===== src/rtl/pgw_pkg.sv =====
package pgw_pkg;
  typedef enum logic [1:0] {
    CLS_MAC_PF = 2'd0,
    CLS_MOV    = 2'd1,
    CLS_MOVD   = 2'd2,
    CLS_OTHER  = 2'd3
  } op_class_e;

  typedef struct packed {
    logic in_rep;
    logic first;
    logic last;
    logic irq_exit;
    logic irq_back;
  } loop_ctx_t;
endpackage


===== src/rtl/pgw_decode.sv =====
module pgw_decode #(
  parameter int ADDR_W = 16,
  parameter int PAGE_W = 8,
  localparam int OFS_W = ADDR_W - 1,
  localparam int PM_AW = PAGE_W + OFS_W
) (
  input  logic              req,
  input  logic [ADDR_W-1:0] ea,
  input  logic [PAGE_W-1:0] page,
  input  logic              vis_en,
  input  logic              tbl_busy,
  output logic              hit,
  output logic              miss,
  output logic [PM_AW-1:0]  word_addr
);
  logic in_window;

  always_comb begin
    in_window = ea[ADDR_W-1] && vis_en && !tbl_busy;
    hit       = req && in_window;
    miss      = req && !in_window;
    word_addr = {page, ea[OFS_W-1:0]};
  end
endmodule


===== src/rtl/pgw_penalty.sv =====
module pgw_penalty
  import pgw_pkg::*;
#(
  parameter int EXTRA_SHORT = 1,
  parameter int EXTRA_LONG  = 2,
  localparam int CNT_W = $clog2(EXTRA_LONG + 1)
) (
  input  op_class_e        cls,
  input  loop_ctx_t        ctx,
  output logic [CNT_W-1:0] extra
);
  logic edge_iter;

  always_comb begin
    edge_iter = ctx.first || ctx.last || ctx.irq_exit || ctx.irq_back;
    if (ctx.in_rep) begin
      extra = edge_iter ? CNT_W'(EXTRA_LONG) : '0;
    end else begin
      unique case (cls)
        CLS_MAC_PF, CLS_MOV, CLS_MOVD: extra = CNT_W'(EXTRA_SHORT);
        default:                       extra = CNT_W'(EXTRA_LONG);
      endcase
    end
  end
endmodule


===== src/rtl/pgw_seq.sv =====
module pgw_seq #(
  parameter int CNT_W  = 2,
  parameter int PM_AW  = 23,
  parameter int WORD_W = 24,
  parameter int DATA_W = 16
) (
  input  logic              clk,
  input  logic              rst,
  input  logic              start,
  input  logic [PM_AW-1:0]  start_addr,
  input  logic [CNT_W-1:0]  start_extra,
  input  logic              pm_ack,
  input  logic [WORD_W-1:0] pm_rdata,
  output logic              pm_req,
  output logic [PM_AW-1:0]  pm_addr,
  output logic              stall,
  output logic              rd_valid,
  output logic [DATA_W-1:0] rd_data,
  output logic              busy
);
  logic [CNT_W-1:0] cnt, cnt_n;
  logic             got, got_n, done_n, take;

  always_comb begin
    take   = pm_req && pm_ack;
    got_n  = got || take;
    cnt_n  = (cnt == '0) ? '0 : cnt - 1'b1;
    done_n = got_n && (cnt_n == '0);
  end

  always_ff @(posedge clk) begin
    if (rst) begin
      busy     <= 1'b0;
      pm_req   <= 1'b0;
      pm_addr  <= '0;
      stall    <= 1'b0;
      rd_valid <= 1'b0;
      rd_data  <= '0;
      cnt      <= '0;
      got      <= 1'b0;
    end else begin
      rd_valid <= 1'b0;
      if (!busy) begin
        if (start) begin
          busy    <= 1'b1;
          pm_req  <= 1'b1;
          pm_addr <= start_addr;
          cnt     <= start_extra;
          got     <= 1'b0;
          stall   <= (start_extra != '0);
        end else begin
          stall <= 1'b0;
        end
      end else begin
        if (take) begin
          pm_req  <= 1'b0;
          rd_data <= pm_rdata[DATA_W-1:0];
        end
        cnt <= cnt_n;
        got <= got_n;
        if (done_n) begin
          busy     <= 1'b0;
          rd_valid <= 1'b1;
          stall    <= 1'b0;
        end else begin
          stall <= 1'b1;
        end
      end
    end
  end

  assert_req_hold_R2: assert property (@(posedge clk) disable iff (rst)
    pm_req && !pm_ack |=> pm_req && $stable(pm_addr));

  assert_penalty_stall_R4: assert property (@(posedge clk) disable iff (rst)
    busy && (cnt != '0) |-> stall);

  assert_valid_pulse_R8: assert property (@(posedge clk) disable iff (rst)
    rd_valid |=> !rd_valid);

  assert_valid_free_R8: assert property (@(posedge clk) disable iff (rst)
    rd_valid |-> !stall);
endmodule


===== src/rtl/pgw_top.sv =====
module pgw_top
  import pgw_pkg::*;
#(
  parameter int ADDR_W      = 16,
  parameter int PAGE_W      = 8,
  parameter int WORD_W      = 24,
  parameter int DATA_W      = 16,
  parameter int EXTRA_SHORT = 1,
  parameter int EXTRA_LONG  = 2,
  localparam int PM_AW = PAGE_W + ADDR_W - 1,
  localparam int CNT_W = $clog2(EXTRA_LONG + 1)
) (
  input  logic              clk,
  input  logic              rst,
  input  logic              cfg_we,
  input  logic [PAGE_W-1:0] cfg_page,
  input  logic              cfg_vis_en,
  input  logic              rd_req,
  input  logic [ADDR_W-1:0] rd_addr,
  input  logic [1:0]        rd_class,
  input  logic              in_repeat,
  input  logic              first_iter,
  input  logic              last_iter,
  input  logic              irq_exit,
  input  logic              irq_reentry,
  input  logic              tbl_busy,
  output logic              stall,
  output logic              rd_valid,
  output logic [DATA_W-1:0] rd_data,
  output logic              dram_sel,
  output logic              pm_req,
  output logic [PM_AW-1:0]  pm_addr,
  input  logic              pm_ack,
  input  logic [WORD_W-1:0] pm_rdata
);
  logic [PAGE_W-1:0] page_q;
  logic              vis_q;
  logic              hit, miss, busy;
  logic [PM_AW-1:0]  word_addr;
  logic [CNT_W-1:0]  extra;
  loop_ctx_t         ctx;

  always_ff @(posedge clk) begin
    if (rst) begin
      page_q   <= '0;
      vis_q    <= 1'b0;
      dram_sel <= 1'b0;
    end else begin
      if (cfg_we) begin
        page_q <= cfg_page;
        vis_q  <= cfg_vis_en;
      end
      dram_sel <= miss;
    end
  end

  always_comb begin
    ctx = '{in_rep: in_repeat, first: first_iter, last: last_iter,
            irq_exit: irq_exit, irq_back: irq_reentry};
  end

  pgw_decode #(.ADDR_W(ADDR_W), .PAGE_W(PAGE_W)) u_decode (
    .req(rd_req), .ea(rd_addr), .page(page_q), .vis_en(vis_q),
    .tbl_busy(tbl_busy), .hit(hit), .miss(miss), .word_addr(word_addr)
  );

  pgw_penalty #(.EXTRA_SHORT(EXTRA_SHORT), .EXTRA_LONG(EXTRA_LONG)) u_penalty (
    .cls(op_class_e'(rd_class)), .ctx(ctx), .extra(extra)
  );

  pgw_seq #(.CNT_W(CNT_W), .PM_AW(PM_AW), .WORD_W(WORD_W), .DATA_W(DATA_W)) u_seq (
    .clk(clk), .rst(rst), .start(hit), .start_addr(word_addr),
    .start_extra(extra), .pm_ack(pm_ack), .pm_rdata(pm_rdata),
    .pm_req(pm_req), .pm_addr(pm_addr), .stall(stall),
    .rd_valid(rd_valid), .rd_data(rd_data), .busy(busy)
  );

  assert_fetch_gate_R1: assert property (@(posedge clk) disable iff (rst)
    $rose(pm_req) |-> $past(rd_req && rd_addr[ADDR_W-1] && vis_q && !tbl_busy));

  assert_tbl_block_R7: assert property (@(posedge clk) disable iff (rst)
    rd_req && tbl_busy && !busy |=> !pm_req);

  assert_route_excl_R1: assert property (@(posedge clk) disable iff (rst)
    dram_sel |-> !$rose(pm_req));
endmodule


===== config.mk =====
export PLATFORM = sky130hd
export DESIGN_NAME = pgw_top
export DESIGN_NICKNAME = d
export VERILOG_FILES = /design/src/rtl/pgw_pkg.sv /design/src/rtl/pgw_decode.sv /design/src/rtl/pgw_penalty.sv /design/src/rtl/pgw_seq.sv /design/src/rtl/pgw_top.sv
export SDC_FILE = /design/constraint.sdc
export NUM_CORES = 1
export LEC_CHECK = 0
export ABC_AREA = 1
export BUFFER_PORTS_ARGS = -buffer_cell sky130_fd_sc_hd__buf_4
export CORE_ASPECT_RATIO = 1.25
export CORE_MARGIN = 5
export CORE_UTILIZATION = 41
export CTS_CLUSTER_DIAMETER = 50
export DETAILED_ROUTE_END_ITERATION = 6
export GPL_TIMING_DRIVEN = 0
export PLACE_DENSITY = 0.74
export SYNTH_ARGS = -nofsm -noshare
export SYNTH_HDL_FRONTEND = slang
export SYNTH_SLANG_ARGS = --single-unit
export TNS_END_PERCENT = 50

===== constraint.sdc =====
create_clock -name clk -period 1 [get_ports clk]
set_input_delay 0.15 -clock clk [delete_from_list [all_inputs] [get_ports clk]]
set_output_delay 0.15 -clock clk [all_outputs]
set_load 0.01 [all_outputs]

# == Yosys cells after proc, flatten, opt, wreduce, memory -nomap -nowiden ==
# Cells that the tools add are included.
# op_classes
n_addsub,1
n_eq_ne,3
n_mux,17
bitwise_logic,1
reduce_logical,22
# op_table
op,count
$mux 2,6
$mux 1,11
$logic_and 1x1->1,6
$logic_not 2->1,3
$reduce_and 2->1,3
$logic_or 1x1->1,4
$reduce_bool 2->1,2
$reduce_or 3->1,1
$eq 2x1->1 const B,1
$eq 2x2->1 const B,1
$logic_not 1->1,2
$ne 2x2->1 const B,1
$reduce_or 2->1,1
$sub 2x1->2 const B,1
$not 1->1,1
# word_totals
ff_bits,56
input_bits,62
out_inout_bits,43
word_cells,55

# == Longest topological paths before layout ==
# logic_depth
ltp_word,8
ltp_mapped,7
mapped_depth_nobuf,7

# == Hierarchy ==
# A second synthesis with hierarchy kept.
# hier_totals
cells_unflattened,306
hier_area_um2,2376.0
# by_module_without_submodules
mod,instances,cells_each,area_per_inst_um2,seq_area_each_um2
pgw_seq,1,210,1726.7,920.9
pgw_top,1,60,409.1,200.2
pgw_decode,1,28,200.2,0.0
pgw_penalty,1,8,40.0,0.0

# == Least setup slack after synthesis ==
# OpenSTA, ideal clock, no wires.
# synth_timing
path_kind,register to register
from,reg u_seq.pm_req
to,reg u_seq.rd_data[10]
setup_time_ps,128
t_arrival_ps,924
required_ps,872
setup_slack_ps,-53
path_stages_with_launch,5
n_path_buf,1
synth_period_minus_slack_ps,1053
path_cell_list,dfxtp_1 nand3_1 buf_2 o21ai_0 a21oi_1
# synth_via
elab_chain_cells,2
# synth_rtl
element,line,source
from (decl),pgw_seq.sv:14,"output logic pm_req,"
from (signal assigned),pgw_seq.sv:34,pm_req <= 1'b0;
from (signal assigned),pgw_seq.sv:46,pm_req <= 1'b1;
from (signal assigned),pgw_seq.sv:56,pm_req <= 1'b0;
$logic_and 1x1->1,pgw_seq.sv:25,take = pm_req && pm_ack;
$reduce_and 2->1 (no source line),-,
to (signal assigned),pgw_seq.sv:57,rd_data <= pm_rdata[DATA_W-1:0];
to (decl),pgw_seq.sv:18,"output logic [DATA_W-1:0] rd_data,"
# No other way between the ends.
# A chain may end at the register's enable or synchronous reset.

# == Final worst setup path ==
# layout_timing
from,reg vis_q
to,reg u_seq.pm_addr[13]
# layout_via
elab_chain_cells,4
# layout_rtl
element,line,source
from (decl),pgw_top.sv:37,logic vis_q;
from (signal assigned),pgw_top.sv:51,vis_q <= cfg_vis_en;
$logic_and 1x1->1 (2 in series),pgw_decode.sv:19,in_window = ea[ADDR_W-1] && vis_en && !tbl_busy;
$logic_and 1x1->1,pgw_decode.sv:20,hit = req && in_window;
$reduce_and 2->1 (no source line),-,
to (signal assigned),pgw_seq.sv:47,pm_addr <= start_addr;
to (decl),pgw_seq.sv:15,"output logic [PM_AW-1:0] pm_addr,"
# No other way between the ends.

==> impl_results.md <==
- Worst Path Max Fanout: 10
- Gr ovfl total: 0
- Hold depth: 2
- Cell with the most instances after synthesis: dfxtp_1
- Die Wd: 76.4 µm
- Fin area: ~3300 µm²
- Violated checks: setup timing
- Syn_nets: ~360
- Final setup viols: 22
- Largest net degree at the start of global routing: 18
- Max clock buf depth: 2
- Status: finished with violations
- Share of layout cells above drive strength 1: 34.8%
- CTS Buf Count: 5
- Distinct cell type count after synthesis: 20
- Final Cycle Share: 111%
- Post-place setup slack: -0.217 ns
- CTS tree: done
- Initial antenna violation count: 0
- Hold_buf cts: 0
- Post-layout util: between 60% and 70%
- CORE AREA: 5410 µm²
- I/O Pins: 105
- N_diodes: 0
- Final worst slack: -0.114 ns
- Starting Density: 41.8%
- Multi-input logic area: 883 µm²
- Max Cap Viol: 0
- Post-synthesis sequential area ratio: 49.6%
- Fmax: 898 MHz
- Worst reg2reg path startpoint: vis_q
- Ys flop type: dfxtp_1
- Synthesized area per cell: 7.51 µm²
- Routed length per instance: 11.9 µm
- Pleak: 1.58 nW
- Clock skew: 0.00918 ns
- HP Class: input pin to flop
- RR Endpoint: u_seq.pm_addr[13]
- Data required, critical path: 1.25 ns
- Critical Path Start Type: flop
- Setup_tns: -2.13 ns
- Reg2reg path depth: 7
- Row cnt: 30
- Worst-path clk slew: 0.10 ns
- H-tree depth: 2
- Clock latency on the worst-skew pair: a little over 0.3 ns
- DRT Pass-1 Iters: 4
- Mapped Area: between 2000 and 2500 µm²
- Unrepaired setup endpoints after global routing: yes
- Fin nets: between 400 and 500
- Chip height: 93.0 µm
- Asr flop ratio synth: 0%
- Cell accounting for the most synthesized area: dfxtp_1
- Number of global-route vias before repair: roughly 2100
- Crit path arrival time: 1.37 ns
- Post-detailed-route DRC marker count: 0
- Pwr/cell area: 1270 nW/µm²
- Port Buffer Count: 96
- Final ANT Viol Nets: 0
- First-pass GRT wire length: roughly 9400 µm
- CP max stage delay: 0.38 ns
- Relative slew slack: between 70% and 80%
- CP dominant cell by count: nor2_1
- Yosys top cell area share: roughly 50%
- Vias per inst: around 4.6
- Worst-Margin Slew: 0.414 ns
- Fin. Hold Viols: 0
- CTS sink count: 56
- Register-to-register setup slack: -0.11 ns
- Vias: around 2200
- Worst VDD drop: 0.915 mV
- Synthesized flop and latch total: 56
- Syn. warnings: 0
- Post-synth top cells: 56 x dfxtp_1, 52 x nor2_1, 46 x inv_1
- Post-DP HPWL: between 4000 and 5000 µm
- Placed Area: just over 3000 µm²
- Register Area: 1130 µm²
- # fillers: slightly below 500
- Hold Startpoint: rst
- Die area: 7110 µm²
- Critical-path top delay cell: dfxtp_4
- Initial DRC count: 63
- Root buf cell: clkbuf_8
- Gp weighted congestion: 0.759
- DRT Wirelength: around 5600 µm
- Syn Inst Count: roughly 300
- Area delta synth->final: 47.9%
- Hold path endpoint: u_seq.pm_req
- Setup Crit Path Kind: flop to flop
- Pins Over Slew Limit: 0
- CP Cell Sequence: nand2_4, nor2_4, nand3_4, clkinv_4, buf_6, nor2_1, nor2_1
- Min Tclk post-route: 1.11 ns
- GRT Overall Usage: 15.9%
- Ranking of synthesized cells by area: dfxtp_1 50%, nor2_1 8.6%, inv_1 7.6%, a21oi_1 6.4%, nand2_1 6.3%
- Post-synth EDFFs: 0
- CP endpoint kind: flop
## power by group
part / total, W / switching (W) / leakage, nW / internal, W
clock: 0.00147 / 0.000725 / 0.0541 / 0.000742
sequential: 0.00230 / 0.0000238 / 0.457 / 0.00228
combinational: 0.000477 / 0.000216 / 1.07 / 0.000261
total: 0.00425 / 0.000965 / 1.58 / 0.00328
## sequential cells by signal, summed over array words and instances (netlist names)
| name | cells |
|---|---|
| u_seq.got | 1 |
| dram_sel | 1 |
| u_seq.busy | 1 |
| u_seq.stall | 1 |
| u_seq.cnt | 2 |
| vis_q | 1 |
| page_q | 8 |
| u_seq.rd_valid | 1 |
| u_seq.rd_data | 16 |
| u_seq.pm_addr | 23 |
| u_seq.pm_req | 1 |
## per-stage QoR
step / power (W) / std cells / hold slack (ns)
after floorplan: 0.00256 / 301 / 0.212
after global placement: 0.00281 / 461 / 0.348
after detailed placement: 0.00281 / 461 / 0.350
after CTS: 0.00430 / 475 / 0.0217
after global routing: 0.00445 / 475 / 0.0173
final: 0.00425 / 475 / 0.0302
## cell families (layout without fill, tap and decap cells)
family | Yosys count | in the layout | synth area share [%]
simple gates | 125 | 125 | 24.2
compound gates | 55 | 55 | 12.2
buf+inv | 65 | 175 | 14.0
flops | 56 | 56 | 49.6
## routing by layer
metal	share of wire (%)	wire, µm	GRT usage (%)
met1	40	2230	17.1
met2	51	2870	28.2
met3	7.5	424	6.36
met4	1.9	106	5.10
met5	0	0	0
## worst max-delay path by stage
| stage | endpoint | from | cells after the start | slack, ns |
|---|---|---|---|---|
| floorplan | u_seq.pm_addr[10] | vis_q | 6 | 0.002 |
| global placement | u_seq.rd_data[6] | rst | 5 | -0.17 |
| detailed placement | u_seq.rd_data[9] | rst | 5 | -0.22 |
| CTS | u_seq.pm_addr[7] | vis_q | 7 | -0.14 |
| global route | u_seq.pm_addr[6] | vis_q | 7 | -0.22 |
| finish | u_seq.pm_addr[13] | vis_q | 7 | -0.11 |
## area by class of cell
cell class / count / share of cell area (%)
Tap cell: 64 / 2.39
Clock buffer: 5 / 2.06
Clock inverter: 3 / 1.27
Multi-Input combinational cell: 180 / 26.4
Inverter: 49 / 5.72
Timing Repair Buffer: 102 / 23.5
Sequential cell: 56 / 33.9
Buffer: 16 / 4.83
## critical path, delay by kind of cell (launching register included)
family	cells	cell delay (ns)
and+or+nand+nor	5	0.44
DFF	1	0.38
buffers and inverters	2	0.23
## repair_timing
action	4_1_cts	5_1_grt
resized for setup	21	14
pin swaps	5	6
buffers inserted	4	0
gates cloned	2	0
hold endpoints to repair	0	0
endpoints found under the setup margin	38	40
## cells in the final DEF (no fill, tap or decap), types with 3 or more instances in the layout
master | synthesis | routed
buf_6 | 9 | 13
a21oi_1 | 29 | 29
dfxtp_4 | 0 | 3
nor2_1 | 52 | 52
dfxtp_1 | 56 | 53
clkbuf_8 | 0 | 5
nand3_2 | 0 | 7
o21ai_1 | 8 | 11
buf_4 | 0 | 97
clkbuf_1 | 4 | 3
nand2_1 | 38 | 37
o21ai_0 | 18 | 15
nand3_1 | 27 | 19
inv_1 | 46 | 46
(Power assumes the default switching activity.)
